===== config.mk =====
export PLATFORM = sky130hd
export DESIGN_NAME = serial_add3_fsm
export DESIGN_NICKNAME = d
export VERILOG_FILES = /design/src/rtl/serial_add3_pkg.sv /design/src/rtl/add3_state_reg.sv /design/src/rtl/add3_next_state.sv /design/src/rtl/add3_out_logic.sv /design/src/rtl/serial_add3_fsm.sv
export SDC_FILE = /design/constraint.sdc
export NUM_CORES = 1
export LEC_CHECK = 0
export BUFFER_PORTS_ARGS = -buffer_cell sky130_fd_sc_hd__buf_4
export CAP_MARGIN = 20
export CORE_AREA = 2 2 39 41
export CTS_CLUSTER_DIAMETER = 80
export DETAILED_ROUTE_END_ITERATION = 7
export DIE_AREA = 0 0 41 43
export MAX_ROUTING_LAYER = met4
export PLACE_DENSITY = 0.35
export SLEW_MARGIN = 20
export SYNTH_ARGS = -nofsm -noshare
export SYNTH_HDL_FRONTEND = slang
export SYNTH_HIERARCHICAL = 1
export SYNTH_SLANG_ARGS = --single-unit

===== constraint.sdc =====
create_clock -name clk -period 0.89 [get_ports clk]
set_input_delay 0.089 -clock clk [delete_from_list [all_inputs] [get_ports clk]]
set_output_delay 0.089 -clock clk [all_outputs]
set_load 0.02 [all_outputs]

===== src/rtl/serial_add3_pkg.sv =====
`timescale 1ns/1ps
package serial_add3_pkg;

    localparam int WORD_BITS = 4;
    localparam int ADDEND    = 3;
    localparam int STATE_W   = 3;
    localparam int POS_W     = $clog2(WORD_BITS);

    typedef enum logic [STATE_W-1:0] {
        ST_IDLE  = 3'b000,
        ST_B1_NC = 3'b010,
        ST_B1_CY = 3'b001,
        ST_B2_NC = 3'b101,
        ST_B2_CY = 3'b011,
        ST_B3_NC = 3'b100,
        ST_B3_CY = 3'b111
    } add3_state_t;

    typedef struct packed {
        logic sum;
        logic ovf;
    } add3_out_t;

endpackage


===== src/rtl/add3_state_reg.sv =====
`timescale 1ns/1ps
module add3_state_reg
    import serial_add3_pkg::*;
(
    input  logic        clk,
    input  logic        rst,
    input  add3_state_t nxt_state,
    output add3_state_t cur_state
);

    always_ff @(negedge clk or posedge rst) begin
        if (rst) begin
            cur_state <= ST_IDLE;
        end else begin
            cur_state <= nxt_state;
        end
    end

endmodule


===== src/rtl/add3_next_state.sv =====
`timescale 1ns/1ps
module add3_next_state
    import serial_add3_pkg::*;
(
    input  add3_state_t cur_state,
    input  logic        x_in,
    output add3_state_t nxt_state
);

    always_comb begin
        unique case (cur_state)
            ST_IDLE:  nxt_state = x_in ? ST_B1_CY : ST_B1_NC;
            ST_B1_NC: nxt_state = x_in ? ST_B2_CY : ST_B2_NC;
            ST_B1_CY: nxt_state = ST_B2_CY;
            ST_B2_NC: nxt_state = ST_B3_NC;
            ST_B2_CY: nxt_state = x_in ? ST_B3_CY : ST_B3_NC;
            ST_B3_NC: nxt_state = ST_IDLE;
            ST_B3_CY: nxt_state = ST_IDLE;
            default:  nxt_state = ST_IDLE;
        endcase
    end

endmodule


===== src/rtl/add3_out_logic.sv =====
`timescale 1ns/1ps
module add3_out_logic
    import serial_add3_pkg::*;
(
    input  add3_state_t cur_state,
    input  logic        x_in,
    output add3_out_t   out_bits
);

    always_comb begin
        out_bits = '0;
        unique case (cur_state)
            ST_IDLE:  out_bits.sum = ~x_in;
            ST_B1_NC: out_bits.sum = ~x_in;
            ST_B1_CY: out_bits.sum =  x_in;
            ST_B2_NC: out_bits.sum =  x_in;
            ST_B2_CY: out_bits.sum = ~x_in;
            ST_B3_NC: out_bits.sum =  x_in;
            ST_B3_CY: begin
                out_bits.sum = ~x_in;
                out_bits.ovf =  x_in;
            end
            default:  out_bits = '0;
        endcase
    end

endmodule


===== src/rtl/serial_add3_fsm.sv =====
`timescale 1ns/1ps
module serial_add3_fsm
    import serial_add3_pkg::*;
(
    input  logic clk,
    input  logic rst,
    input  logic x_in,
    output logic sum_o,
    output logic ovf_o
);

    add3_state_t state_q;
    add3_state_t state_d;
    add3_out_t   outs;

    add3_state_reg u_reg (
        .clk       (clk),
        .rst       (rst),
        .nxt_state (state_d),
        .cur_state (state_q)
    );

    add3_next_state u_nxt (
        .cur_state (state_q),
        .x_in      (x_in),
        .nxt_state (state_d)
    );

    add3_out_logic u_out (
        .cur_state (state_q),
        .x_in      (x_in),
        .out_bits  (outs)
    );

    assign sum_o = outs.sum;
    assign ovf_o = outs.ovf;

endmodule


# After elaboration in Yosys (flattened, before gate mapping)
# Index checks and enable logic that the tools add are counted.
# W data, S select, Z words.
# totals
reg_bits	3
latch_bits	0
mem_bits_rw	0
rom_bits	0
out_inout_bits	2
mem_count	0
# op_classes
addsub	0
n_mul	0
div	0
magnitude_cmp	0
n_eq_ne	6
shifts	0
n_mux	6
bitwise_logic	1
n_reduce_logical	3
# op_table
cell	count
$pmux W3 S5	1
$eq A3 B3 Y1 const B	3
$eq A3 B2 Y1 const B	2
$mux W2	2
$reduce_or A4 Y1	1
$eq A3 B1 Y1 const B	1
$logic_not A3 Y1	1
$mux W3	1
$reduce_or A3 Y1	1
$pmux W1 S2	1
$mux W1	1
$not A1 Y1	1

# Depth between registers and ports, before layout
# Gate-level depths: netlist of run 1.
# logic_depth
depth_word	3
depth_mapped	3

# Hierarchy
# Netlist of run 1, hierarchy kept.
# modules_own_cells
module	instances	cells_each	area_per_inst_um2	seq_area_each_um2
add3_state_reg	1	4	78.8	75.1
add3_next_state	1	9	57.6	0.0
add3_out_logic	1	5	33.8	0.0

==> results of run 1 <==
cell usage in the layout, fill, tap and decap left out:
cell type  count
o21ai_1        1
nor2_2         1
inv_1          2
nand3b_1       1
nor2b_1        1
and4_2         1
a21oi_1        1
dfrtn_1        3
buf_4          7
buf_6          2
a211oi_1       1
nor3b_2        1
clkbuf_4       3
nand2b_1       2
clkbuf_1       1
a21oi_2        1
xnor2_1        1
o22ai_4        1
worst reg2reg max path, delay by kind of cell, from the launching register on:
kind | cells | cell delay [ns]
flops | 1 | 0.46
xor+xnor | 1 | 0.11
buf+inv | 1 | 0.16
compound gates | 1 | 0.08
area by class of cell:
type,count,area [um2]
clock buffers,4,26.3
fillers,160,1070
repair buffers,9,75.1
inverters,2,7.51
well taps,16,20.0
multi-input cells,13,110
flip-flops and latches,3,75.1
worst max path at each step:
| stage | from | endpoint | slack (ns) |
|---|---|---|---|
| global route | u_reg/cur_state[0] | sum_o | -0.82 |
| finish | u_reg/cur_state[0] | sum_o | -0.78 |
| detailed placement | u_reg/cur_state[0] | sum_o | -0.54 |
| floorplan | u_reg/cur_state[0] | sum_o | -0.49 |
| CTS | u_reg/cur_state[0] | sum_o | -0.78 |
| global placement | u_reg/cur_state[0] | sum_o | -0.52 |
through the flow:
step | power (W) | std cells | setup TNS, ns
final | 0.00119 | 47 | -1.67
after global routing | 0.00127 | 47 | -1.91
after CTS | 0.00116 | 47 | -1.68
after detailed placement | 0.000820 | 43 | -1.37
after global placement | 0.000818 | 43 | -1.33
after floorplan | 0.000569 | 18 | -0.958
repair_timing:
item / CTS / global route
gates resized for setup: 5 / 2
pin swaps: 1 / 0
endpoints found under the setup margin: 5 / 5
hold buffers: 0 / 0
setup buffers: 1 / 1
synthesized netlist by cell type:
library cell	n
nor3b_1	1
and4_2	1
inv_1	2
a21oi_1	2
a211oi_1	1
nand3b_1	1
dfrtn_1	3
o22ai_1	1
nand2b_1	2
o21ai_0	1
nor2_2	1
nor2b_1	1
xnor2_1	1
per-layer routing:
metal	wire length, um	up-vias	part of all wire (%)	global-route usage (%)
met4	16	0	3.9	10.0
met3	0	2	0	3.14
met5	0	-	0	-
met1	146	90	36	5.52
met2	242	2	60	10.0
li1	-	89	-	-
cells by family after synthesis:
group / Yosys count / share of synthesized area, %
compound gates: 5 / 16.9
xor+xnor: 1 / 5.15
buf+inv: 2 / 4.41
flops: 3 / 44.1
simple gates: 7 / 29.4
report_power, final:
part | internal (W) | switching (W) | total, W
sequential | 0.000212 | 0.0000758 | 0.000288
clock | 0.000168 | 0.0000749 | 0.000243
combinational | 0.000367 | 0.000295 | 0.000661
total | 0.000747 | 0.000445 | 0.00119
==> impl_metrics.csv, run 1 <==
group,metric,value,unit
yosys,ys_ff_latch,3,
route,drtPass1Iterations,3,
sta,fin_ws,-0.778,ns
grt,grt_overflow,0,
worst_setup_path,r2r_start,"u_reg/cur_state[0]",
placement,port_buffers,4,
yosys,synth_top_cells_by_area,"dfrtn_1 44%, nand2b_1 7.4%, a21oi_1 5.9%, and4_2 5.9%, xnor2_1 5.1%",
grt,grt_pass1_wl,731,um
die,num_rows,14,
worst_setup_path,crit_path_max_fanout,4,
route,drcViolationCount,0,
hold_path,min_path_type,"in -> async",
final_layout,area_delta_synth_final,84.6,%
route,viasPerCell,3.89,
sta,worst_hold_slack,0.0376,ns
route,routed_wl,406,um
yosys,synth_cells,18,
sta,clock_skew,0.00137,ns
route,drt-initial-drc-count,1,
status,violations,"setup timing",
route,wire_per_inst,8.64,um
worst_setup_path,critical_path_arrival,1.58,ns
final_layout,postLayoutCoreUtil,22.7,%
power,ir_drop,0.744,mV
worst_setup_path,rr_worst_depth,3,
yosys,synth-seq-area-share,44.1,%
die,die-area,1760,um2
worst_setup_path,crit_type,"reg -> out",
worst_setup_path,rrSetupSlack,-0.10,ns
final_layout,fin_nets,35,
final_layout,top_regs,"u_reg/cur_state: 3 flops",
grt,grt_antenna_before_repair,0,
yosys,netlist_area,170,um2
clock_network,cts_sinks,3,
yosys,syn_avg_cell_area,9.45,um2
final_layout,drive_gt1_share,54.8,%
yosys,synth_area_leader_cell,"dfrtn_1",
grt,grt_pass1_vias,200,
placement,dp_hpwl,288,um
die,initial_core_util,12.3,%
final_layout,antenna_cells,0,
die,fp.dieW,41,um
final_layout,largest_register,"u_reg/cur_state",
sta,rsz0062_at_grt,"yes",
clock_network,cts.htree.levels,1,
worst_setup_path,cpLargestDelayFamily,"flip-flops",
clock_network,clockBufferDepth,2,
yosys,syn_nets,21,
sta,finalHoldViolCount,0,
final_layout,largest_register_ffs,3,
power,p_per_area,3800,nW/um2
route,vias,183,
power,p_leak,0.138,nW
sta,relSlewSlack,87.9,%
status,outcome,"complete, but fails checks",
worst_setup_path,path_depth,4,
sta,worstMarginPinSlew,0.180,ns
worst_setup_path,cpPeakStageDelay,0.46,ns
sta,setup_violations,5,
yosys,synth_cell_types,13,
die,io_pins,5,
worst_setup_path,cp_num_buf_inv,1,
clock_network,clk_pin_slew,0.03,ns
placement,post-place-ws,-0.536,ns
placement,gp_congestion,0.734,
route,antenna_left,0,
job,maxCapViolations,0,
grt,grt_max_degree,6,
worst_setup_path,slowest_stage,"dfrtn_1",
clock_network,cts-root-buf,"clkbuf_4",
yosys,synth_top_area_share,44.1,%
sta,slew_viol_final,0,
worst_setup_path,path_cells,"nor2_2 -> a21oi_2 -> o22ai_4 -> buf_6",
worst_setup_path,cp.required,0.80,ns
placement,dpl_cell_area,264,um2
worst_setup_path,crit_path_start_kind,"flip-flop",
worst_setup_path,worstSetupEndpointType,"output pin",
clock_network,clkLatencyLatePin,0.25,ns
final_layout,stdcell_area,314,um2
die,core_area,1380,um2
yosys,yosys_warnings,6,
clock_network,cts_tree,"done",
worst_setup_path,r2r_end,"u_reg/cur_state[0]",
grt,track_usage,7.22,%
die,die_h,43,um
clock_network,cts_buffers,3,
Note: power is estimated with default switching activity, not from simulation.
==> run 2: changes to the inputs <==
--- a/config.mk
+++ b/config.mk
@@ -5,6 +5,7 @@
 export SDC_FILE = /design/constraint.sdc
 export NUM_CORES = 1
 export LEC_CHECK = 0
+export ABC_AREA = 1
 export BUFFER_PORTS_ARGS = -buffer_cell sky130_fd_sc_hd__buf_4
 export CAP_MARGIN = 20
 export CORE_AREA = 2 2 39 41
@@ -12,7 +13,6 @@
 export DETAILED_ROUTE_END_ITERATION = 7
 export DIE_AREA = 0 0 41 43
 export MAX_ROUTING_LAYER = met4
-export PLACE_DENSITY = 0.35
 export SLEW_MARGIN = 20
 export SYNTH_ARGS = -nofsm -noshare
 export SYNTH_HDL_FRONTEND = slang
==> impl_metrics.csv, run 2 <==
group,metric,value,unit
yosys,netlist_top_cells_count,"8 x inv_1, 8 x nand2_1, 3 x dfrtn_1",
die,initial_core_util,13.8,%
yosys,synth_cells,30,
route,drcViolationCount,0,
die,num_rows,14,
yosys,yosys_warnings,6,
yosys,synth-seq-area-share,39.2,%
grt,grt_overflow,0,
grt,track_usage,7.12,%
clock_network,cts_tree,"done",
power,pwr-share-comb,56.6,%
grt,grt_pass1_wl,752,um
grt,grt_max_degree,5,
sta,relSlewSlack,90.7,%
placement,dp_hpwl,327,um
clock_network,cts_buffers,3,
worst_setup_path,rr_worst_depth,4,
clock_network,clockBufferDepth,2,
final_layout,fin_cells,58,
clock_network,cts_sinks,3,
power,power.internal,0.000695,W
placement,port_buffers,4,
sta,slew_viol_final,0,
worst_setup_path,crit_type,"reg -> out",
worst_setup_path,rrSetupSlack,-0.04,ns
placement,dpl_cell_area,288,um2
route,wire_per_inst,6.86,um
power,p_switching,0.000499,W
route,routed_wl,398,um
placement,post-place-ws,-0.518,ns
hold_path,min_path_type,"in -> async",
yosys,syn_nets,33,
worst_setup_path,crit_path_max_fanout,4,
route,antenna_left,0,
die,die_h,43,um
yosys,synth_top_cells_by_area,"dfrtn_1 39%, inv_1 16%, nand2_1 16%, a21oi_1 5.2%, o21ai_0 5.2%",
final_layout,largest_register,"u_reg/cur_state",
yosys,async_flop_share,100,%
yosys,synth_enable_flop_cells,0,
yosys,synth_cell_types,11,
job,maxCapViolations,0,
yosys,netlist_area,191,um2
die,fp.dieW,41,um
final_layout,largest_register_ffs,3,
grt,grt_pass1_vias,216,
worst_setup_path,critical_path_arrival,1.55,ns
yosys,syn_avg_cell_area,6.38,um2
worst_setup_path,r2r_end,"u_reg/cur_state[1]",
die,core_area,1380,um2
worst_setup_path,crit_path_start_kind,"flip-flop",
worst_setup_path,r2r_start,"u_reg/cur_state[1]",
final_layout,fin_nets,46,
sta,clock_skew,0.00308,ns
final_layout,final_common_cell,"inv_1",
yosys,synth_area_leader_cell,"dfrtn_1",
clock_network,clk_pin_slew,0.03,ns
sta,fin_ws,-0.750,ns
final_layout,fill_cells,160,
route,drt-initial-drc-count,1,
power,clockPowerShare,20.0,%
die,io_pins,5,
worst_setup_path,cp.required,0.80,ns
yosys,synthFlopType,"dfrtn_1",
sta,worst_hold_slack,0.0387,ns
final_layout,drive_gt1_share,47.6,%
clock_network,holdBufCountCts,0,
power,p_per_area,3580,nW/um2
final_layout,area_delta_synth_final,74.5,%
clock_network,cts.htree.levels,1,
die,die-area,1760,um2
final_layout,top_regs,"u_reg/cur_state: 3 flops",
route,drtPass1Iterations,2,
power,finalPower,0.00119,W
sta,worstMarginPinSlew,0.139,ns
final_layout,antenna_cells,0,
grt,grt_antenna_before_repair,0,
final_layout,final_cell_mix,"7 x inv_1, 6 x nand2_1, 5 x buf_4",
yosys,synth_top_area_share,39.2,%
clock_network,clkLatencyLatePin,0.25,ns
power,p_leak,0.182,nW
worst_setup_path,worstSetupEndpointType,"output pin",
power,ir_drop,0.648,mV
sta,setup_violations,4,
status,violations,"setup timing",
placement,gp_congestion,0.809,
clock_network,cts-root-buf,"clkbuf_4",
final_layout,stdcell_area,334,um2
status,outcome,"complete, but fails checks",
power,p_sw_share,41.8,%
sta,rsz0062_at_grt,"yes",
power,seq_power_share,23.4,%
route,viasPerCell,3.76,
placement,dp_cells,54,
yosys,ys_ff_latch,3,
route,vias,218,
sta,finalHoldViolCount,0,
## run 2: repair_timing
action / in CTS / in global routing
gates resized for setup: 7 / 2
setup buffers: 2 / 0
endpoints found under the setup margin: 5 / 5
pin swaps: 4 / 2
## run 2: worst max-delay path by stage
| stage | start | to | cells past startpoint |
|---|---|---|---|
| CTS | u_reg/cur_state[0] | sum_o | 5 |
| global placement | u_reg/cur_state[0] | sum_o | 5 |
| floorplan | u_reg/cur_state[1] | sum_o | 4 |
| finish | u_reg/cur_state[0] | sum_o | 5 |
| detailed placement | u_reg/cur_state[0] | sum_o | 5 |
| global route | u_reg/cur_state[0] | sum_o | 5 |
## run 2: worst max-delay path: stages (launching register included)
cell     delay (ns)
dfrtn_1        0.45
nand2_2        0.09
o21ai_1        0.08
nand2_1        0.07
nand2_2        0.06
buf_6          0.11
## run 2: stage by stage
step | utilization, % | setup TNS, ns
3_5_place_dp | 20.8 | -1.36
4_1_cts | 23.7 | -1.60
5_1_grt | 24.1 | -1.87
2_1_floorplan | - | -0.917
3_3_place_gp | 20.8 | -1.35
6_report | 24.1 | -1.53
## run 2: kinds of logic (layout without fill, tap and decap cells)
group,after synthesis,after routing,synth area share [%]
AO/OA/AOI/OAI,5,5,15.0
AND/OR/NAND/NOR,13,13,28.1
buffers and inverters,9,21,17.6
flip-flops,3,3,39.2
## run 2: cell type report
cell class                 count  area, um2  area share, %
clock buffer                   4       26.3           7.87
tap                           16       20.0           5.99
inverter                       9       36.3           10.9
timing repair buffer           8       71.3           21.3
multi-input combinational     18        105           31.5
sequential                     3       75.1           22.5
## run 2: power groups by stage
| stage | Combinational [W] | Sequential (W) | Clock (W) |
|---|---|---|---|
| 4_1_cts | 0.000662 | 0.000278 | 0.000249 |
| 3_5_place_dp | 0.000595 | 0.000275 | 0 |
| 5_1_grt | 0.000760 | 0.000291 | 0.000276 |
| 3_3_place_gp | 0.000587 | 0.000276 | 0 |
| 2_1_floorplan | 0.000351 | 0.000296 | 0 |
| 6_report | 0.000676 | 0.000279 | 0.000239 |
## run 2: metal layers
layer / track usage, % / share of wire, %
met4: 8.00 / 4.3
met2: 10.3 / 57
met1: 5.84 / 38
met3: 3.14 / 1.0
met5: - / 0
